$ cat src/rtl/ccr_field_cap.sv
module ccr_field_cap #(
    parameter int IDX_W = 6,
    parameter int POS_W = 8
) (
    input  logic             clk,
    input  logic             rst_n,
    input  logic             load,
    input  logic             tick,
    input  logic             bit_in,
    output logic [POS_W-1:0] pos,
    output logic [IDX_W-1:0] idx,
    output logic             trans_bit
);
    localparam logic [POS_W-1:0] IDX_FIRST = POS_W'(2);
    localparam logic [POS_W-1:0] IDX_LAST  = POS_W'(IDX_W + 1);

    always_ff @(posedge clk) begin
        if (!rst_n) begin
            pos       <= '0;
            idx       <= '0;
            trans_bit <= 1'b0;
        end else if (load) begin
            // Start bit counts as position 0; next sample is position 1.
            pos       <= POS_W'(1);
            idx       <= '0;
            trans_bit <= 1'b0;
        end else if (tick) begin
            if (pos == POS_W'(1)) begin
                trans_bit <= bit_in;
            end
            if (pos >= IDX_FIRST && pos <= IDX_LAST) begin
                idx <= {idx[IDX_W-2:0], bit_in};
            end
            pos <= pos + 1'b1;
        end
    end
endmodule

$ cat config.mk
export PLATFORM = sky130hd
export DESIGN_NAME = ccr_field_cap
export DESIGN_NICKNAME = d
export VERILOG_FILES = /design/src/rtl/ccr_field_cap.sv
export SDC_FILE = /design/constraint.sdc
export NUM_CORES = 1
export LEC_CHECK = 0
export BUFFER_PORTS_ARGS = -buffer_cell sky130_fd_sc_hd__buf_2
export CORE_UTILIZATION = 40
export CTS_CLUSTER_SIZE = 8
export DETAILED_ROUTE_END_ITERATION = 8
export HOLD_SLACK_MARGIN = 0.03
export PLACE_DENSITY = 0.63
export SETUP_SLACK_MARGIN = 0.3
export SLEW_MARGIN = 20
export SYNTH_ARGS = -nofsm -noshare
export SYNTH_HDL_FRONTEND = slang
export SYNTH_SLANG_ARGS = --single-unit
$ cat constraint.sdc
create_clock -name clk -period 2.93 [get_ports clk]
set_input_delay 0.4395 -clock clk [delete_from_list [all_inputs] [get_ports clk]]
set_output_delay 0.4395 -clock clk [all_outputs]
set_load 0.01 [all_outputs]
==> impl_summary.log, run 1 <==
INFO  metric drc_errors = 0
INFO  metric run_status = completed
INFO  metric sequentialPowerShare = 0.599
INFO  metric mappedNetlistArea = ~670 um2
INFO  metric finalInstanceArea = between 800 and 900 um2
INFO  metric final-max-slew-violation-count = 0
INFO  metric post_dp_cell_area = 775.7 um2
INFO  metric clk_path_buf_depth = 2
INFO  metric global_route.usage.total = 0.1640
INFO  metric final_critical_path_setup_slack = roughly 1.2 ns
INFO  metric clock-skew-final = roughly 0.0017 ns
INFO  metric worst-path-max-fanout = 7
INFO  metric synth_compound_gate_area_share = 0.06704
INFO  metric final.hold.worst_slack = around 0.4 ns
INFO  metric flow.area_growth_from_synthesis = 19.37%
INFO  metric final.period_utilization = 0.5999
INFO  metric postCtsResizedCells = 0
INFO  metric critPathBufInv = 0
INFO  metric cts_inserted_buffers = 3
INFO  metric total_number_of_h_tree_levels = 1
INFO  metric timing.setup.critical_path_class = reg -> reg
INFO  metric setup_viol = 0
INFO  metric worst_path_dominant_cell_family = simple AND/OR/NAND/NOR gates
INFO  metric ys.flop_type = dfxtp_1
INFO  metric rows = 14
INFO  metric cp_slowest_cell = or4b_4
INFO  metric synth.largest_area_cell = dfxtp_1
INFO  metric intPower = 0.2710 mW
INFO  metric ys_seq_area_frac = 0.4469
INFO  metric setup_repair_after_global_routing_missed_its_margin = false
INFO  metric buffer_ports.inserted = 19
INFO  metric drt_iter0_markers = 7
INFO  metric comb_power_share = 0.078
INFO  metric synth.area.top_cells = dfxtp_1 45%, mux2i_1 10%, ha_1 5.6%
INFO  metric yosys.area_share.simple = 0.2458
INFO  metric synth.mux.area_fraction = 0.1043
INFO  metric power.switching_fraction = 0.2257
INFO  metric clkLatencyLatePin = 0.27 ns
INFO  metric layout_common_cells = 19 x buf_2, 15 x dfxtp_1, 10 x nand2_1
INFO  metric syn_inst = 70
INFO  metric non_filler_cells_final = 107
INFO  metric die_width = approximately 43 um
INFO  metric post_cts_buffers = 0
INFO  metric synth.yosys.warnings = 0
INFO  metric hold_viol = 0
INFO  metric start_util = 0.4359
INFO  metric max-vdd-ir-drop = approximately 0.00019 V
INFO  metric io_pins = 20
INFO  metric worst_ep_arrival_time = around 2.0 ns
INFO  metric grt_first_pass_wirelength = about 2200 um
INFO  metric grt_start_max_net_pins = 9
INFO  metric wl_per_cell = ~11 um
INFO  metric routed_wl = roughly 1200 um
INFO  metric drt-pass1-iter-count = 4
INFO  metric synth_fa_ha_area_frac = 0.05587
INFO  metric synth_top_family_by_area = simple AND/OR/NAND/NOR gates
INFO  metric net-switching-power = between 0.07 and 0.08 mW
INFO  metric synth_top_cell_area_share = 0.4469
INFO  metric timing.max_cap.violations = 0
INFO  metric cp.required = between 3 and 4 ns
INFO  metric core_util_final = 0.5203
INFO  metric synth.avg_cell_area = 9.598 um2
INFO  metric post_synth_num_cell_types = 22
INFO  metric max_slew.worst_pin.slew = about 0.55 ns
INFO  metric layout.cells.most_common = buf_2
INFO  metric finalNetCount = 100
INFO  metric pwr-share-clk = 0.323
INFO  metric synthesis.nets = 78
INFO  metric total_global_routing_overflow = 0
INFO  metric die-height = 42.99 um
INFO  metric power_per_cell_area = around 440 nW/um2
INFO  metric initial_antenna_violation_count = 0
INFO  metric gp_weighted_congestion = between 0.7 and 0.8
INFO  metric path_cells = or4b_4, nor4_4, mux2i_1
INFO  metric placedCellCount = between 100 and 150
INFO  metric tritoncts_clock_tree = built
INFO  metric synth_edf_count = 0
INFO  metric ant_nets = 0
INFO  metric cp_slowest_stage_delay = slightly below 0.6 ns
INFO  metric startpoint_type = flip-flop
INFO  metric setup.worst_path.end_class = flip-flop
INFO  metric grt_pass1_vias = between 500 and 600
INFO  metric post_route_cells_drive_above_1_share = 0.2637
INFO  metric vias_per_cell = between 5 and 6
INFO  metric sum_neg_setup_slack = 0 ns
INFO  metric total_leakage_power = 0.3355 nW
INFO  metric cts.reportedPaths.clkPinSlew = around 0.08 ns
INFO  metric detailedPlace.worstSlack = roughly 0.99 ns
INFO  metric floorplan.die_area = roughly 1800 um2
INFO  metric cts_sinks = 15
INFO  metric cts_hold_buf = 0
INFO  metric layout_min_cycle_time = ~1.8 ns
INFO  metric route.vias.total = 550
INFO  metric core-area = approximately 1500 um2
INFO  metric yosys.area_share.xor_xnor = 0.05214
INFO  metric cts_root_buf = clkbuf_4
INFO  metric max-slew-margin-rel = 0.6335
INFO  metric postSynthRegisterBits = 15
INFO  metric power = about 0.35 mW
INFO  metric worstHoldPathType = in -> reg
INFO  metric antenna_cells_inserted = 0
INFO  metric timing.fmax = 0.5689 GHz
INFO  metric synthArstFlopShare = 0
[power by group through the flow]
stage	clock network, mW	logic, mW	registers [mW]
2_1_floorplan	0	0.0192	0.215
3_3_place_gp	0	0.0271	0.214
3_5_place_dp	0	0.0277	0.214
4_1_cts	0.119	0.0277	0.210
5_1_grt	0.127	0.0308	0.210
6_report	0.113	0.0274	0.210
[routing by layer]
layer  GRT usage  vias up  share of wire
li1            -      288              -
met3     0.06809        0          0.040
met1      0.1947      249           0.52
met5           0        -              0
met4     0.07273        0              0
met2      0.2576       13           0.44
[state kept, by name, indices dropped and copies added (netlist names)]
name,cells
trans_bit,1
idx,6
pos,8
[kinds of logic (layout without fill, tap and decap cells)]
family	after synthesis	in the layout
and+or+nand+nor	29	29
DFF	15	15
buffers and inverters	4	25
AOI/OAI and AO/OA	8	8
xor gates and xnor gates	4	4
muxes	7	7
adders and majority gates	3	3
[synth_stat cells, types with 2 or more instances]
master    instances
nand4_1           3
mux2i_1           7
nand2_1          10
inv_1             2
nand3_1           2
nand2b_1          2
a21oi_1           3
nor2_1            4
or3_1             3
dfxtp_1          15
ha_1              3
o21ai_0           3
xor2_1            4
[layout make-up]
| type | count | area [um2] |
|---|---|---|
| multi-input cells | 51 | 352.8 |
| clock buffers | 4 | 26.28 |
| fillers | 150 | 739.5 |
| well taps | 16 | 20.02 |
| flip-flops and latches | 15 | 300.3 |
| repair buffers | 19 | 95.09 |
| inverters | 2 | 7.507 |
[path summary, 6_finish.rpt]
| check | startpoint | end | slack, ns | cells past startpoint |
|---|---|---|---|---|
| worst min-delay path | rst_n | pos[0]$_SDFFE_PN0P_ | 0.40 | 2 |
| worst max-delay path | pos[3]$_SDFFE_PP0P_ | idx[2]$_SDFFE_PP0P_ | 1.17 | 3 |
| worst min register to register | trans_bit$_SDFFE_PP0P_ | trans_bit$_SDFFE_PP0P_ | 0.46 | 2 |
| worst max register to register | pos[3]$_SDFFE_PP0P_ | idx[2]$_SDFFE_PP0P_ | 1.17 | 3 |
No activity file was read; power rests on OpenSTA's default activity.
==> inputs of run 2 (changes only) <==
Settings changed: PLACE_DENSITY 0.63 to 0.66.
Clock period 2.93 ns to 1.5 ns, I/O delays scaled along.
==> run 2 against run 1 <==
Final area up 10%. Global-route usage up 0.28 points. Flip-flop and latch count unchanged. Critical endpoint is now idx[4]$_SDFFE_PP0P_. Clock power up 110%. Sequential power up 95%. Register-to-register slack worse by 1.2 ns. Hold slack worse by 0.22 ns. Largest power group unchanged. Via count up 8.4%. Critical path depth up 1. Non-clock buffer count up 7. Wire length up 13%. Fmax up 18%.
==> impl_summary.log, run 2 (synthesis results as in run 1) <==
INFO  metric drt-pass1-iter-count = 4
INFO  metric cp_slowest_cell = or4b_4
INFO  metric worst-path-max-fanout = 6
INFO  metric final.period_utilization = 0.9925
INFO  metric antenna_cells_inserted = 0
INFO  metric layout_common_cells = 19 x buf_2, 10 x nand2_1, 8 x dfxtp_1
INFO  metric layout.cells.most_common = buf_2
INFO  metric cts_hold_buf = 0
INFO  metric flow.area_growth_from_synthesis = 31.47%
INFO  metric drt_iter0_markers = 9
INFO  metric grt_first_pass_wirelength = 2249 um
INFO  metric cts_inserted_buffers = 3
INFO  metric grt_pass1_vias = roughly 530
INFO  metric max-vdd-ir-drop = roughly 0.00065 V
INFO  metric setup_repair_after_global_routing_missed_its_margin = true
INFO  metric drc_errors = 0
INFO  metric finalInstanceArea = 883.3 um2
INFO  metric max-slew-margin-rel = 0.6673
INFO  metric die_width = between 40 and 50 um
INFO  metric worstHoldPathType = in -> reg
INFO  metric tritoncts_clock_tree = built
INFO  metric startpoint_type = flip-flop
INFO  metric gp_weighted_congestion = 0.7118
INFO  metric top_regs = pos (8), idx (6), trans_bit (1)
INFO  metric core-area = between 1500 and 2000 um2
INFO  metric rows = 14
INFO  metric ff2ff_path_depth = 4
INFO  metric path_cells = or4b_4, nor4_4, buf_6, mux2i_1
INFO  metric final.hold.worst_slack = 0.1768 ns
INFO  metric total_number_of_h_tree_levels = 1
INFO  metric setup_viol = 0
INFO  metric total_global_routing_overflow = 0
INFO  metric max_slew.worst_pin.slew = ~0.5 ns
INFO  metric cp.required = ~1.7 ns
INFO  metric layout_min_cycle_time = 1.489 ns
INFO  metric hold_viol = 0
INFO  metric run_status = completed
INFO  metric non_filler_cells_final = between 100 and 150
INFO  metric worst_ep_arrival_time = approximately 1.7 ns
INFO  metric post_route_cells_drive_above_1_share = 0.4082
INFO  metric initial_antenna_violation_count = 0
INFO  metric clkLatencyLatePin = roughly 0.29 ns
INFO  metric finalNetCount = ~110
INFO  metric routed_wl = 1379 um
INFO  metric clock-skew-final = ~0.013 ns
INFO  metric global_route.usage.total = 0.1668
INFO  metric detailedPlace.worstSlack = -0.06434 ns
INFO  metric final-max-slew-violation-count = 0
INFO  metric floorplan.die_area = 1848 um2
INFO  metric grt_start_max_net_pins = 10
INFO  metric start_util = 0.4359
INFO  metric io_pins = 20
INFO  metric clk_path_buf_depth = 2
INFO  metric buffer_ports.inserted = 19
INFO  metric cts.reportedPaths.clkPinSlew = 0.10 ns
INFO  metric die-height = ~43 um
INFO  metric timing.fmax = 0.6717 GHz
INFO  metric timing.setup.critical_path_class = reg -> reg
INFO  metric filler_cell_count = 149
INFO  metric cts_root_buf = clkbuf_4
INFO  metric placedCellCount = around 110
INFO  metric critPathBufInv = 1
INFO  metric hold_path_depth = 2
INFO  metric post_dp_cell_area = 819.5 um2
INFO  metric final_critical_path_setup_slack = 0.01123 ns
INFO  metric total_leakage_power = between 0.3 and 0.4 nW
INFO  metric worst_path_dominant_cell_family = simple AND/OR/NAND/NOR gates
INFO  metric cts_sinks = 15
INFO  metric sum_neg_setup_slack = 0 ns
INFO  metric cp_num_cells = 4
INFO  metric power_per_cell_area = approximately 800 nW/um2
INFO  metric largest_reg_flops = 8
INFO  metric place.detailed.hpwl = between 1000 and 1500 um
INFO  metric top_register = pos
INFO  metric cp_slowest_stage_delay = 0.55 ns
INFO  metric timing.max_cap.violations = 0
INFO  metric route.vias.total = 596
INFO  metric core_util_final = 0.5731
INFO  metric power = between 0.7 and 0.8 mW
INFO  metric setup.worst_path.end_class = flip-flop
INFO  metric wl_per_cell = around 12 um
INFO  metric reg2reg_slack = between 0.01 and 0.015 ns
INFO  metric vias_per_cell = around 5.2
INFO  metric ant_nets = 0
-- run 2: changes by cell type in the layout (fill, tap and decap cells not counted), sizes merged --
cell	before	now
clkbuf	4	3
clkinv	0	1
buf	19	26
-- run 2: cell type report --
class / count / area, um2 / area share
Clock buffer: 3 / 22.52 / 0.02550
Multi-Input combinational cell: 51 / 367.9 / 0.4164
Tap cell: 16 / 20.02 / 0.02266
Inverter: 2 / 7.507 / 0.008499
Timing Repair Buffer: 26 / 151.4 / 0.1714
Sequential cell: 15 / 309.0 / 0.3499
Clock inverter: 1 / 5.005 / 0.005666
-- run 2: worst paths after layout --
| check | start | to |
|---|---|---|
| max | pos[4]$_SDFFE_PP0P_ | idx[4]$_SDFFE_PP0P_ |
| max reg2reg | pos[4]$_SDFFE_PP0P_ | idx[4]$_SDFFE_PP0P_ |
| min | rst_n | pos[0]$_SDFFE_PN0P_ |
| min reg2reg | idx[5]$_SDFFE_PP0P_ | idx[5]$_SDFFE_PP0P_ |
-- run 2: worst reg2reg max path, cell delays in order (launching register included) --
cell and delay (ns):
dfxtp_2 0.33, or4b_4 0.55, nor4_4 0.17, buf_6 0.17, mux2i_1 0.18
-- run 2: layer usage --
layer | share of wire | wire [um] | global-route usage | up-vias
met1 | 0.48 | 667 | 0.2058 | 270
li1 | - | - | - | 306
met4 | 0.0065 | 9 | 0.05455 | 0
met3 | 0.052 | 72 | 0.07660 | 2
met5 | 0 | 0 | 0 | -
met2 | 0.46 | 629 | 0.2576 | 18
-- run 2: power by group --
part	switching [mW]	leakage (nW)	total, mW	internal, mW
registers	0.00707	0.124	0.410	0.403
logic	0.0340	0.237	0.0655	0.0314
clock network	0.134	0.0177	0.233	0.0990
total	0.175	0.379	0.709	0.534
-- run 2: what timing repair did --
action	4_1_cts	5_1_grt
setup endpoints to repair	10	12
pin swaps	1	2
resized for setup	2	3
setup buffers	1	1
==> inputs of run 3 (changes only) <==
--- a/config.mk
+++ b/config.mk
@@ -6,4 +6,5 @@
 export NUM_CORES = 1
 export LEC_CHECK = 0
+export ABC_AREA = 1
 export BUFFER_PORTS_ARGS = -buffer_cell sky130_fd_sc_hd__buf_2
 export CORE_UTILIZATION = 40
@@ -11,5 +12,5 @@
 export DETAILED_ROUTE_END_ITERATION = 8
 export HOLD_SLACK_MARGIN = 0.03
-export PLACE_DENSITY = 0.66
+export PLACE_DENSITY = 0.65
 export SETUP_SLACK_MARGIN = 0.3
 export SLEW_MARGIN = 20
==> constraint.sdc (replaced) <==
create_clock -name clk -period 1.5 [get_ports clk]
set_input_delay 0.225 -clock clk [delete_from_list [all_inputs] [get_ports clk]]
set_output_delay 0.225 -clock clk [all_outputs]
set_load 0.02 [all_outputs]
==> run 3 against run 2 <==
Worst setup slack better by 0.32 ns. Global-route usage up 0.41 points. Fmax is 28% higher. Sequential power rose by 1%. Final cell count is 37% higher. Core utilization decreased by 2.1 points. Power grew 5.1%. Clock power barely moved.
==> impl_summary.log, run 3 <==
INFO  metric vias_per_cell = approximately 4.6
INFO  metric core-area = roughly 1700 um2
INFO  metric ys_seq_area_frac = 0.3974
INFO  metric hold_path_depth = 3
INFO  metric synth_top_cell_area_share = 0.3974
INFO  metric synthMostInstantiatedCell = nor2_1
INFO  metric startpoint_type = flip-flop
INFO  metric syn_inst = about 110
INFO  metric wl_per_cell = ~9.7 um
INFO  metric cp-startpoint = pos[0]$_SDFFE_PN0P_
INFO  metric cts_hold_buf = 0
INFO  metric ys.flop_type = dfxtp_1
INFO  metric sum_neg_setup_slack = 0 ns
INFO  metric setup_repair_after_global_routing_missed_its_margin = true
INFO  metric final.hold.worst_slack = between 0.15 and 0.2 ns
INFO  metric yosys-top-cells-count = 25 x nor2_1, 18 x nand2_1, 15 x dfxtp_1, 15 x inv_1, 11 x nand3_1
INFO  metric wire_length_on_met1 = 702 um
INFO  metric die_width = 45.47 um
INFO  metric postSynthRegisterBits = 15
INFO  metric max-vdd-ir-drop = approximately 0.00046 V
INFO  metric grt_first_pass_wirelength = ~2600 um
INFO  metric total_global_routing_overflow = 0
INFO  metric floorplan.die_area = 2067 um2
INFO  metric routed_wl = 1509 um
INFO  metric top_register = pos
INFO  metric drt-pass1-iter-count = 4
INFO  metric top_regs = pos (8), idx (6), trans_bit (1)
INFO  metric synth_edf_count = 0
INFO  metric highest-signal-layer = met3
INFO  metric synthesis.nets = about 120
INFO  metric buffer_ports.inserted = 19
INFO  metric synth.yosys.warnings = 0
INFO  metric total_leakage_power = 0.4605 nW
INFO  metric setup.worst_path.end_class = flip-flop
INFO  metric cp.required = 1.73 ns
INFO  metric final-max-slew-violation-count = 0
INFO  metric synth.avg_cell_area = ~6.9 um2
INFO  metric rows = 15
INFO  metric ff2ff_path_depth = 8
INFO  metric grt_pass1_vias = 637
INFO  metric worst_r2r_dst = idx[5]$_SDFFE_PP0P_
INFO  metric largest_reg_flops = 8
INFO  metric synth.area.top_cells = dfxtp_1 40%, nor2_1 12%, nand2_1 8.9%
INFO  metric timing.hold.worst.start = load
INFO  metric timing.max_cap.violations = 0
INFO  metric final.period_utilization = 0.7763
INFO  metric cts.reportedPaths.clkPinSlew = about 0.1 ns
INFO  metric total_number_of_h_tree_levels = 1
INFO  metric die-height = 45.47 um
INFO  metric met2_wirelength = approximately 740 um
INFO  metric grt_start_max_net_pins = 14
INFO  metric filler_cell_count = between 150 and 200
INFO  metric core_util_final = 0.5520
INFO  metric cts_inserted_buffers = 3
INFO  metric worstHoldPathType = in -> reg
INFO  metric synth.largest_area_cell = dfxtp_1
INFO  metric power_per_cell_area = approximately 770 nW/um2
INFO  metric mappedNetlistArea = 755.7 um2
INFO  metric holdPathEnd = pos[0]$_SDFFE_PN0P_
INFO  metric worst_ep_arrival_time = roughly 1.4 ns
INFO  metric initial_antenna_violation_count = 0
INFO  metric worst-path-max-fanout = 6
INFO  metric place.detailed.hpwl = between 1000 and 1500 um
INFO  metric run_status = completed
INFO  metric gp_weighted_congestion = ~0.75
INFO  metric ant_nets = 0
INFO  metric post_synth_num_cell_types = 17
INFO  metric max-slew-margin-rel = 0.8544
INFO  metric route.vias.total = between 700 and 800
INFO  metric layout_common_cells = 19 x buf_2, 18 x nor2_1, 16 x nand2_1
INFO  metric placedCellCount = approximately 150
INFO  metric cts_sinks = 15
INFO  metric synthArstFlopShare = 0
INFO  metric tritoncts_clock_tree = built
INFO  metric timing.setup.critical_path_class = reg -> reg
INFO  metric layout_min_cycle_time = 1.164 ns
INFO  metric drc_errors = 0
INFO  metric met3_wirelength = 66 um
INFO  metric post_cts_buffers = 0
INFO  metric drt_iter0_markers = 9
INFO  metric global_route.usage.total = 0.1709
INFO  metric finalNetCount = 140
INFO  metric max_slew.worst_pin.slew = 0.2179 ns
INFO  metric layout.cells.most_common = buf_2
INFO  metric post_route_cells_drive_above_1_share = 0.3740
INFO  metric non_filler_cells_final = around 160
INFO  metric crit-reg2reg-launch = pos[0]$_SDFFE_PN0P_
INFO  metric cts_root_buf = clkbuf_4
INFO  metric clock-skew-final = about 0.010 ns
INFO  metric clkLatencyLatePin = 0.29 ns
INFO  metric reg2reg_slack = between 0.3 and 0.4 ns
INFO  metric flow.area_growth_from_synthesis = 27.48%
INFO  metric timing.fmax = around 0.86 GHz
INFO  metric antenna_cells_inserted = 0
INFO  metric io_pins = 20
INFO  metric clk_path_buf_depth = 2
INFO  metric hold_viol = 0
INFO  metric start_util = 0.4330
INFO  metric setup_viol = 0
run 3: changes by cell type after synthesis, sizes merged, moves of 2 or more:
| cell | change |
|---|---|
| nor2 | +26 |
| inv | +14 |
| nand3 | +10 |
| nand2 | +8 |
| mux2i | -7 |
| a21oi | +5 |
| nand4 | -3 |
| or3 | -3 |
| xor2 | -3 |
| nand2b | -2 |
| nor4 | -2 |
run 3: power breakdown:
| part | internal [mW] | switching, mW | total, mW |
|---|---|---|---|
| Sequential | 0.405 | 0.0105 | 0.416 |
| Clock | 0.0990 | 0.136 | 0.235 |
| Combinational | 0.0370 | 0.0574 | 0.0944 |
run 3: worst max-delay path, cell delays in order (launching register included):
cell and delay, ns:
dfxtp_4 0.37, inv_2 0.07, ha_4 0.14, nor2_4 0.04
nand2_2 0.06, nand2_2 0.06, nor2_4 0.22, nor2_1 0.07
nor2_1 0.09
run 3: area by class of cell:
| class | count | area (um2) | share of cell area |
|---|---|---|---|
| clock buffers | 3 | 22.52 | 0.02338 |
| flip-flops and latches | 15 | 311.5 | 0.3234 |
| repair buffers | 20 | 102.6 | 0.1065 |
| inverters | 16 | 60.06 | 0.06234 |
| well taps | 25 | 31.28 | 0.03247 |
| clock inverters | 1 | 5.005 | 0.005195 |
| multi-input cells | 76 | 430.4 | 0.4468 |
run 3: kinds of logic (layout without fill, tap and decap cells):
group,after synthesis,count (layout),share of synthesized area
buffers and inverters,18,40,0.09601
AO/OA/AOI/OAI,10,10,0.07119
AND/OR/NAND/NOR,62,62,0.3742
XOR/XNOR,1,1,0.01159
flip-flops,15,15,0.3974
adder cells (fa/ha/maj),3,3,0.04967
run 3: routing by layer:
layer	global-route usage	vias up
li1	-	380
met1	0.2024	319
met2	0.2857	18
met3	0.05952	0
met4	0.05455	0
met5	0	-
run 3: metrics by stage:
| step | power [mW] | setup WS [ns] | cell area [um2] |
|---|---|---|---|
| 6_report | 0.7451 | 0.3356 | 963.4 |
| 5_1_grt | 0.7926 | 0.2385 | 963.4 |
| 3_3_place_gp | 0.5058 | 0.3199 | 882.1 |
| 2_1_floorplan | 0.4841 | 0.3168 | 760.7 |
| 4_1_cts | 0.7484 | 0.3102 | 913.4 |
| 3_5_place_dp | 0.5073 | 0.2890 | 882.1 |
run 3: repair_timing:
action / 4_1_cts / 5_1_grt
gates resized for setup: 2 / 17
setup endpoints to repair: 2 / 9
pin swaps: 0 / 9
run 3: how the worst max path moves through the flow:
stage | endpoint | slack [ns] | cells past startpoint
final | idx[5]$_SDFFE_PP0P_ | 0.34 | 8
after global routing | idx[5]$_SDFFE_PP0P_ | 0.24 | 8
after CTS | pos[6]$_SDFFE_PP0P_ | 0.31 | 6
after detailed placement | idx[2]$_SDFFE_PP0P_ | 0.29 | 8
after global placement | idx[3]$_SDFFE_PP0P_ | 0.32 | 8
after floorplan | idx[0]$_SDFFE_PP0P_ | 0.32 | 8
